File: src/rtl/irq_agg_pkg.sv
package irq_agg_pkg;
  localparam int SRC_NUM_DEF   = 64;
  localparam int WIRED_NUM_DEF = 21;
  localparam int REG_W_DEF     = 32;
  localparam int ADDR_W_DEF    = 8;
  localparam int CAUSE_BASE    = 'h00;
  localparam int MASK_BASE     = 'h20;
  localparam int MSG_SET_OFF   = 'h30;
endpackage

File: src/rtl/agg_reg_decode.sv
module agg_reg_decode
  import irq_agg_pkg::*;
#(
  parameter int SRC_NUM   = SRC_NUM_DEF,
  parameter int WIRED_NUM = WIRED_NUM_DEF,
  parameter int REG_W     = REG_W_DEF,
  parameter int ADDR_W    = ADDR_W_DEF,
  localparam int REG_NUM  = SRC_NUM / REG_W,
  localparam int IDX_W    = $clog2(SRC_NUM)
) (
  input  logic               clk_i,
  input  logic               rst_ni,
  input  logic               bus_valid_i,
  input  logic               bus_write_i,
  input  logic [ADDR_W-1:0]  bus_addr_i,
  input  logic [REG_W-1:0]   bus_wdata_i,
  input  logic [SRC_NUM-1:0] cause_i,
  input  logic [SRC_NUM-1:0] mask_i,
  output logic [SRC_NUM-1:0] cause_clr_o,
  output logic [REG_NUM-1:0] mask_we_o,
  output logic [SRC_NUM-1:0] msg_set_o,
  output logic [REG_W-1:0]   rd_data_o
);
  localparam logic [ADDR_W-1:0] SET_ADDR = ADDR_W'(MSG_SET_OFF);
  localparam logic [SRC_NUM-1:0] WIRED_BITS = SRC_NUM'((64'(1) << WIRED_NUM) - 64'(1));

  logic wr_en, rd_en;
  assign wr_en = bus_valid_i & bus_write_i;
  assign rd_en = bus_valid_i & ~bus_write_i;

  for (genvar k = 0; k < REG_NUM; k++) begin : g_reg
    localparam logic [ADDR_W-1:0] C_ADDR = ADDR_W'(CAUSE_BASE + 4 * k);
    localparam logic [ADDR_W-1:0] M_ADDR = ADDR_W'(MASK_BASE + 4 * k);
    logic cause_hit;
    assign cause_hit = wr_en && (bus_addr_i == C_ADDR);
    assign cause_clr_o[k*REG_W +: REG_W] = cause_hit ? bus_wdata_i : '0;
    assign mask_we_o[k] = wr_en && (bus_addr_i == M_ADDR);
  end

  logic msg_hit, msg_in_range;
  assign msg_hit      = wr_en && (bus_addr_i == SET_ADDR);
  assign msg_in_range = (bus_wdata_i >= REG_W'(WIRED_NUM)) && (bus_wdata_i < REG_W'(SRC_NUM));
  assign msg_set_o    = (msg_hit && msg_in_range)
                      ? (SRC_NUM'(1) << bus_wdata_i[IDX_W-1:0]) : '0;

  logic [REG_W-1:0] rd_next;
  always_comb begin
    rd_next = '0;
    for (int k = 0; k < REG_NUM; k++) begin
      if (bus_addr_i == ADDR_W'(CAUSE_BASE + 4 * k)) rd_next = cause_i[k*REG_W +: REG_W];
      if (bus_addr_i == ADDR_W'(MASK_BASE + 4 * k))  rd_next = mask_i[k*REG_W +: REG_W];
    end
  end

  always_ff @(posedge clk_i or negedge rst_ni) begin
    if (!rst_ni)    rd_data_o <= '0;
    else if (rd_en) rd_data_o <= rd_next;
    else            rd_data_o <= '0;
  end

  assert_rd_idle_R2: assert property (@(posedge clk_i) disable iff (!rst_ni)
    !rd_en |=> (rd_data_o == '0));
  assert_msg_onehot_R6: assert property (@(posedge clk_i) disable iff (!rst_ni)
    $onehot0(msg_set_o));
  assert_msg_no_wired_R7: assert property (@(posedge clk_i) disable iff (!rst_ni)
    (msg_set_o & WIRED_BITS) == '0);
endmodule

File: src/rtl/agg_cause_bank.sv
module agg_cause_bank
  import irq_agg_pkg::*;
#(
  parameter int SRC_NUM   = SRC_NUM_DEF,
  parameter int WIRED_NUM = WIRED_NUM_DEF
) (
  input  logic                 clk_i,
  input  logic                 rst_ni,
  input  logic [WIRED_NUM-1:0] wired_i,
  input  logic [SRC_NUM-1:0]   msg_set_i,
  input  logic [SRC_NUM-1:0]   clr_i,
  output logic [SRC_NUM-1:0]   cause_o
);
  for (genvar i = 0; i < SRC_NUM; i++) begin : g_src
    logic set_now;
    if (i < WIRED_NUM) begin : g_wired
      assign set_now = wired_i[i] | msg_set_i[i];
    end else begin : g_msg
      assign set_now = msg_set_i[i];
    end

    // set beats clear on the same edge
    always_ff @(posedge clk_i or negedge rst_ni) begin
      if (!rst_ni) cause_o[i] <= 1'b0;
      else         cause_o[i] <= (cause_o[i] & ~clr_i[i]) | set_now;
    end

    assert_ack_clears_R4: assert property (@(posedge clk_i) disable iff (!rst_ni)
      (clr_i[i] && !set_now) |=> !cause_o[i]);
    assert_hold_R4: assert property (@(posedge clk_i) disable iff (!rst_ni)
      (!clr_i[i] && !set_now) |=> $stable(cause_o[i]));
    assert_set_lands_R6: assert property (@(posedge clk_i) disable iff (!rst_ni)
      msg_set_i[i] |=> cause_o[i]);
    if (i < WIRED_NUM) begin : g_chk
      assert_level_wins_R5: assert property (@(posedge clk_i) disable iff (!rst_ni)
        wired_i[i] |=> cause_o[i]);
    end
  end
endmodule

File: src/rtl/agg_mask_bank.sv
module agg_mask_bank
  import irq_agg_pkg::*;
#(
  parameter int SRC_NUM  = SRC_NUM_DEF,
  parameter int REG_W    = REG_W_DEF,
  localparam int REG_NUM = SRC_NUM / REG_W
) (
  input  logic               clk_i,
  input  logic               rst_ni,
  input  logic [REG_NUM-1:0] we_i,
  input  logic [REG_W-1:0]   wdata_i,
  output logic [SRC_NUM-1:0] mask_o
);
  for (genvar k = 0; k < REG_NUM; k++) begin : g_reg
    always_ff @(posedge clk_i or negedge rst_ni) begin
      if (!rst_ni)      mask_o[k*REG_W +: REG_W] <= '1;
      else if (we_i[k]) mask_o[k*REG_W +: REG_W] <= wdata_i;
    end

    assert_mask_write_R3: assert property (@(posedge clk_i) disable iff (!rst_ni)
      we_i[k] |=> (mask_o[k*REG_W +: REG_W] == $past(wdata_i)));
  end
endmodule

File: src/rtl/agg_parent.sv
module agg_parent
  import irq_agg_pkg::*;
#(
  parameter int SRC_NUM = SRC_NUM_DEF
) (
  input  logic               clk_i,
  input  logic               rst_ni,
  input  logic [SRC_NUM-1:0] cause_i,
  input  logic [SRC_NUM-1:0] mask_i,
  output logic               irq_o
);
  always_ff @(posedge clk_i or negedge rst_ni) begin
    if (!rst_ni) irq_o <= 1'b0;
    else         irq_o <= |(cause_i & ~mask_i);
  end
endmodule

File: src/rtl/irq_agg_top.sv
module irq_agg_top
  import irq_agg_pkg::*;
#(
  parameter int SRC_NUM   = SRC_NUM_DEF,
  parameter int WIRED_NUM = WIRED_NUM_DEF,
  parameter int REG_W     = REG_W_DEF,
  parameter int ADDR_W    = ADDR_W_DEF,
  localparam int REG_NUM  = SRC_NUM / REG_W
) (
  input  logic                 clk_i,
  input  logic                 rst_ni,
  input  logic [WIRED_NUM-1:0] wired_irq_i,
  input  logic                 bus_valid_i,
  input  logic                 bus_write_i,
  input  logic [ADDR_W-1:0]    bus_addr_i,
  input  logic [REG_W-1:0]     bus_wdata_i,
  output logic [REG_W-1:0]     rd_data_o,
  output logic                 irq_o
);
  logic [SRC_NUM-1:0] cause_q, mask_q, cause_clr, msg_set;
  logic [REG_NUM-1:0] mask_we;

  agg_reg_decode #(
    .SRC_NUM(SRC_NUM), .WIRED_NUM(WIRED_NUM), .REG_W(REG_W), .ADDR_W(ADDR_W)
  ) u_decode (
    .clk_i(clk_i), .rst_ni(rst_ni),
    .bus_valid_i(bus_valid_i), .bus_write_i(bus_write_i),
    .bus_addr_i(bus_addr_i), .bus_wdata_i(bus_wdata_i),
    .cause_i(cause_q), .mask_i(mask_q),
    .cause_clr_o(cause_clr), .mask_we_o(mask_we), .msg_set_o(msg_set),
    .rd_data_o(rd_data_o)
  );

  agg_cause_bank #(.SRC_NUM(SRC_NUM), .WIRED_NUM(WIRED_NUM)) u_cause (
    .clk_i(clk_i), .rst_ni(rst_ni), .wired_i(wired_irq_i),
    .msg_set_i(msg_set), .clr_i(cause_clr), .cause_o(cause_q)
  );

  agg_mask_bank #(.SRC_NUM(SRC_NUM), .REG_W(REG_W)) u_mask (
    .clk_i(clk_i), .rst_ni(rst_ni), .we_i(mask_we),
    .wdata_i(bus_wdata_i), .mask_o(mask_q)
  );

  agg_parent #(.SRC_NUM(SRC_NUM)) u_parent (
    .clk_i(clk_i), .rst_ni(rst_ni), .cause_i(cause_q), .mask_i(mask_q), .irq_o(irq_o)
  );

  assert_all_masked_quiet_R3: assert property (@(posedge clk_i) disable iff (!rst_ni)
    (&mask_q) |=> !irq_o);
  assert_pending_raises_R8: assert property (@(posedge clk_i) disable iff (!rst_ni)
    ((cause_q & ~mask_q) != '0) |=> irq_o);
endmodule

File: config.mk
export PLATFORM = sky130hd
export DESIGN_NAME = irq_agg_top
export DESIGN_NICKNAME = d
export VERILOG_FILES = /design/src/rtl/irq_agg_pkg.sv /design/src/rtl/agg_reg_decode.sv /design/src/rtl/agg_cause_bank.sv /design/src/rtl/agg_mask_bank.sv /design/src/rtl/agg_parent.sv /design/src/rtl/irq_agg_top.sv
export SDC_FILE = /design/constraint.sdc
export NUM_CORES = 1
export LEC_CHECK = 0
export BUFFER_PORTS_ARGS = -buffer_cell sky130_fd_sc_hd__buf_2
export CAP_MARGIN = 20
export CORE_ASPECT_RATIO = 1.5
export CORE_MARGIN = 3
export CORE_UTILIZATION = 55
export CTS_CLUSTER_DIAMETER = 50
export DETAILED_ROUTE_END_ITERATION = 10
export GPL_TIMING_DRIVEN = 0
export PLACE_DENSITY = 0.74
export SYNTH_ARGS = -nofsm -noshare
export SYNTH_HDL_FRONTEND = slang
export SYNTH_SLANG_ARGS = --single-unit
export TNS_END_PERCENT = 10
File: constraint.sdc
create_clock -name clk_i -period 1.5 [get_ports clk_i]
set_input_delay 0 -clock clk_i [delete_from_list [all_inputs] [get_ports clk_i]]
set_output_delay 0 -clock clk_i [all_outputs]
set_load 0.1 [all_outputs]
==> flow_summary.toml, run 1 <==
[power_and_ir_drop]
leakage_nw = 4.31
combPwrFrac_pct = 7.8
p_int_mw = 7.01
p_seq_share_pct = 48.4
powerDensity_mw_per_mm2 = 933
clkPwrFrac_pct = 43.8
power_mw = 9.24
vdd_drop_max_uv = 629
netSwitchingPower_mw = 2.23
swShare_pct = 24.1

[setup_path]
setup.worst_path.start_class = "input port"
crit_fanout = 10
critPathCapture = "u_cause.cause_o[61]$_DFF_PN0_"
required_ps = 1840
end_kind = "flip-flop"
timing.rr.start = "u_mask.mask_o[18]$_DFFE_PN1P_"
r2r_end = "u_parent.irq_o$_DFF_PN0_"
r2r_slack_ps = -10
critPathLaunch = "bus_addr_i[1]"
rr_worst_depth = 4
crit_type = "in -> reg"
worstPathArrival_ps = 1900

[synthesis]
yosys.area.top_type_share_pct = 31.2
synth_area_mm2 = 0.00777
synth_area_leader_cell = "dfrtp_1"
synth-edff-count = 0
avgSynthCellArea_um2 = 10.6
yosysSeqAreaShare_pct = 52.8
synth_fp_nets = 797
async_flop_share_pct = 100
netlist_instances = 732
synthFlopType = "dfrtp_1"
synth.distinct_cells = 38
yosysWarningCount = 0
synth_area_leaders = "dfrtp_1 31%, dfstp_2 22%, mux2_2 6.8%"
ys_ff_latch = 161

[grt]
grt_max_degree = 87
grt_pass1_wl_mm = 39.8
antenna_found_initial = 0
track_usage_pct = 34.8
globalRouteOverflowTotal = 0
first_global_vias = 6994

[hold_path]
hold_path.class = "in -> reg"

[clocking]
cts_made_buffers = 17
ctsHtreeMaxLevel = 4
cts_buffer_depth = 2
cts_root_buf = "clkbuf_16"
clock_latency_ps = 430
clk_pin_slew_ps = 60
cts_tree = "built"
clock-sinks = 161

[drt]
viasPerCell = 6.32
firstDrtPassIters = 5
routed-via-count = 6823
drt-initial-drc-count = 519
detail-route-antenna-nets = 0
wl_mm = 26.2
route.detailed.drc = 0
wire_per_inst_um = 24.2

[finish]
antenna-diode-count = 0
syn_to_final_growth_pct = 27.4
final_common_cell = "buf_2"
post-route-util_pct = 72.5
stdcell_area_mm2 = 0.00990
nets = 970
final_cell_mix = "100 x buf_2, 97 x dfrtp_1, 64 x dfstp_2"
drive_gt1_share_pct = 32.8

[timing]
post-route-period-util_pct = 104
fin_skew_ps = 7.48
rsz0062_at_grt = "yes"
finalHoldViolCount = 0
fmax_ghz = 0.642
hold_ws_ps = 22.7
fin_ws_ps = -56.8
setup_viol = 2
relSlewSlack_pct = 28.0
worstMarginPinSlew_ps = 1070
period_needed_ps = 1560
drv_slew = 0

[die]
ios = 98
die_area_mm2 = 0.0156
initial_core_util_pct = 56.9
rows = 52
core_area_mm2 = 0.0137
die_h_um = 152
die_x_um = 103

[place]
portBuffers = 96
place_area_mm2 = 0.00851
place_congestion = 0.964
dp_hpwl_mm = 18.2

[outcome]
outcome = "finished with violations"
violations = "setup timing"

[job]
maxCapViolCount = 0
## worst min-delay path by stage
stage	start	to	slack, ps	cells past startpoint
floorplan	rst_ni	u_cause.cause_o[0]$_DFF_PN0_	-300	0
global placement	wired_irq_i[18]	u_cause.cause_o[18]$_DFF_PN0_	180	2
detailed placement	rst_ni	u_decode.rd_data_o[18]$_DFF_PN0_	120	1
CTS	bus_wdata_i[2]	u_cause.cause_o[26]$_DFF_PN0_	10	4
global route	bus_wdata_i[1]	u_cause.cause_o[24]$_DFF_PN0_	30	4
finish	bus_wdata_i[1]	u_cause.cause_o[24]$_DFF_PN0_	20	4
## cell type report
class | count | area [um^2]
Fill cell | 989 | 3760
Inverter | 51 | 191
Buffer | 43 | 231
Tap cell | 162 | 203
Multi-Input combinational cell | 477 | 3540
Clock inverter | 9 | 56.3
Clock buffer | 23 | 488
Sequential cell | 161 | 4110
Timing Repair Buffer | 154 | 1080
## Yosys cell counts, types with 3 or more instances
library cell,n
buf_2,9
dfstp_2,64
a21o_1,22
a21oi_1,4
mux2_1,43
nand4_1,4
nor2_1,39
nand2_1,57
o21ai_1,10
nor3_1,43
o22ai_1,4
o21ai_0,38
dfrtp_1,97
nor4_1,11
o2111ai_1,16
inv_1,51
clkbuf_1,30
mux2_2,47
a221oi_1,31
o31ai_1,17
o2bb2ai_1,8
nand2b_1,50
buf_4,3
nand3_1,16
## routing by layer
metal,vias up,global-route usage (%),wire length [um]
li1,2977,-,-
met1,3369,42.3,9790
met2,376,56.1,12700
met3,101,6.23,1810
met4,0,22.6,1830
met5,-,0,0
## sequential cells by signal, summed over array words and instances (netlist names)
signal / cells
u_decode.rd_data_o: 32
u_mask.mask_o: 64
u_cause.cause_o: 64
u_parent.irq_o: 1
## stage by stage
stage	setup slack (ps)	TNS [ps]	std cells
2_1_floorplan	-40.6	-1410	732
3_3_place_gp	-1820	-301070	990
3_5_place_dp	-718	-71870	991
4_1_cts	-28.1	-39.2	1079
5_1_grt	-126	-1030	1080
6_report	-56.8	-68.5	1080
## critical path, stage by stage
cell and delay [ps]:
buf_2 120, or4_4 600, nor3_1 370, clkbuf_1 430, nand3_1 160, o21ai_1 210
## repair_timing
| action | 4_1_cts | 5_1_grt |
|---|---|---|
| endpoints found under the hold margin | 171 | 0 |
| resized for setup | 21 | 35 |
| pin swaps | 5 | 11 |
| hold buffers | 56 | 0 |
| setup endpoints to repair | 65 | 123 |
| buffers inserted | 0 | 1 |
## logic make-up after synthesis
group / count (synthesis) / share of synthesized area [%]
simple gates: 233 / 15.1
mux: 90 / 13.0
flops: 161 / 52.8
compound gates: 154 / 14.1
buf+inv: 94 / 4.92
## power by group through the flow
stage	Combinational, mW	Sequential, mW	Clock [mW]
6_report	0.717	4.47	4.05
5_1_grt	0.768	4.48	4.26
4_1_cts	0.695	4.47	4.05
3_5_place_dp	0.563	4.54	0
3_3_place_gp	0.538	4.54	0
2_1_floorplan	0.215	4.54	0
Power figures use the tool's default switching activity.
==> inputs of run 2 (changes only) <==
- RECOVER_POWER: unset -> 50
- REMOVE_ABC_BUFFERS: unset -> 1
==> run 2 against run 1 <==
Effect of this change: the run ends with hold timing, setup timing left; count of clock-buffer cells in the layout increased by 3; final cell count decreased by 1.1%; wire length decreased by 2.8%; global-route usage decreased by 1.4 points; first-iteration DRC count decreased by 15%; largest cell class unchanged; setup slack improved by 14 ps; power increased by 1.8%; clock power increased by 4%; critical endpoint is now u_parent.irq_o$_DFF_PN0_; cell area increased by 0.73%.
==> flow_summary.toml, run 2 (synthesis results as in run 1) <==
[finish]
seqCellArea_mm2 = 0.00411
drive_gt1_share_pct = 32.3
nets = 957
multi_input_area_mm2 = 0.00355
final_cell_mix = "97 x dfrtp_1, 72 x buf_2, 65 x dlygate4sd3_1"
fill_cells = 957
top_regs = "u_cause.cause_o: 64 flops, u_mask.mask_o: 64 flops, u_decode.rd_data_o: 32 flops"
final_common_cell = "dfrtp_1"
syn_to_final_growth_pct = 28.3
post-route-util_pct = 73.0
stdcell_area_mm2 = 0.00998

[clocking]
ctsHtreeMaxLevel = 4
cts_root_buf = "clkbuf_16"
cts_buffer_depth = 2
clock-sinks = 161
clock_latency_ps = 420
clk_pin_slew_ps = 70
cts_tree = "built"
cts_made_buffers = 17

[drt]
wl_mm = 25.4
viasPerCell = 6.44
drt-initial-drc-count = 442
detail-route-antenna-nets = 0
routed-via-count = 6877
wire_per_inst_um = 23.8
route.detailed.drc = 0
firstDrtPassIters = 5

[setup_path]
crit_type = "reg -> reg"
required_ps = 1760
crit_fanout = 3
setup.worst_path.start_class = "flip-flop"
crit_family = "simple AND/OR/NAND/NOR gates"
path_cells = "nand2b_1 -> o2111ai_2 -> nor4_2 -> nand4_1"
crit_buf_inv = 0
slowest_stage = "dfstp_2"
r2r_slack_ps = -40
critPathMaxStageDelay_ps = 540
end_kind = "flip-flop"
worstPathArrival_ps = 1810

[power_and_ir_drop]
p_int_mw = 7.28
combPwrFrac_pct = 7.7
leakage_nw = 4.31
power_mw = 9.41
swShare_pct = 22.6
vdd_drop_max_uv = 655
powerDensity_mw_per_mm2 = 943
clkPwrFrac_pct = 44.7
netSwitchingPower_mw = 2.13
p_seq_share_pct = 47.5

[die]
die_area_mm2 = 0.0156
die_h_um = 152
ios = 98
initial_core_util_pct = 56.9
rows = 52
die_x_um = 103
core_area_mm2 = 0.0137

[place]
portBuffers = 97
pre_cts_ws_ps = -1550
place_area_mm2 = 0.00845
dp_hpwl_mm = 15.2
place_congestion = 0.870

[timing]
hold_ws_ps = -23.4
fmax_ghz = 0.648
drv_slew = 0
finalHoldViolCount = 1
fin_ws_ps = -42.9
period_needed_ps = 1540
rsz0062_at_grt = "yes"
setup_viol = 5
fin_skew_ps = 7.17
worstMarginPinSlew_ps = 902
post-route-period-util_pct = 103
relSlewSlack_pct = 39.6
fin_setup_tns_ps = -79.3

[grt]
grt_pass1_wl_mm = 38.9
track_usage_pct = 33.4
antenna_found_initial = 0
grt_max_degree = 102
globalRouteOverflowTotal = 0
first_global_vias = 7127

[hold_path]
hold_path.class = "in -> reg"

[outcome]
violations = "hold timing, setup timing"
outcome = "finished with violations"

[job]
maxCapViolCount = 0
## run 2: worst paths after layout
check / startpoint / to / depth (start not counted)
min: bus_addr_i[2] / u_decode.rd_data_o[30]$_DFF_PN0_ / 3
min in group asynchronous: rst_ni / u_decode.rd_data_o[19]$_DFF_PN0_ / 2
max: u_mask.mask_o[56]$_DFFE_PN1P_ / u_parent.irq_o$_DFF_PN0_ / 4
max reg2reg: u_mask.mask_o[56]$_DFFE_PN1P_ / u_parent.irq_o$_DFF_PN0_ / 4
max in group asynchronous: rst_ni / u_mask.mask_o[37]$_DFFE_PN1P_ / 3
min reg2reg: u_cause.cause_o[2]$_DFF_PN0_ / u_cause.cause_o[2]$_DFF_PN0_ / 1
## run 2: repair_timing
action | 4_1_cts | 5_1_grt
hold buffers | 65 | 0
endpoints found under the setup margin | 153 | 88
hold endpoints to repair | 179 | 0
pin swaps | 6 | 11
resized for setup | 15 | 23
buffers inserted | 6 | 4
cloned | 2 | 1
## run 2: cell type report
cell class,instances,area share (%)
Multi-Input combinational cell,480,35.6
Clock buffer,26,4.80
Clock inverter,6,0.853
Tap cell,162,2.03
Sequential cell,161,41.2
Inverter,51,1.92
Timing Repair Buffer,181,13.5
Antenna cell,1,0.0251
## run 2: metrics by stage
stage                     cells  hold slack [ps]
after floorplan             689             -296
after global placement      948              178
after detailed placement    957             18.4
after CTS                  1062             2.37
after global routing       1067             28.7
final                      1068            -23.4
## run 2: worst reg2reg max path, cell delays in order (launching register included)
cell	delay, ps
dfstp_2	540
nand2b_1	230
o2111ai_2	190
nor4_2	260
nand4_1	180
## run 2: layer usage
metal	up-vias	routed length, um	global-route usage [%]
li1	2968	-	-
met2	415	12700	54.3
met1	3391	9240	40.6
met3	103	2110	7.42
met5	-	0	0
met4	0	1370	18.7
## run 2: power by group through the flow
stage / sequential, mW / clock (mW) / combinational (mW)
3_5_place_dp: 4.54 / 0 / 0.544
2_1_floorplan: 4.54 / 0 / 0.185
6_report: 4.47 / 4.21 / 0.729
5_1_grt: 4.47 / 4.42 / 0.783
3_3_place_gp: 4.53 / 0 / 0.513
4_1_cts: 4.47 / 4.23 / 0.703
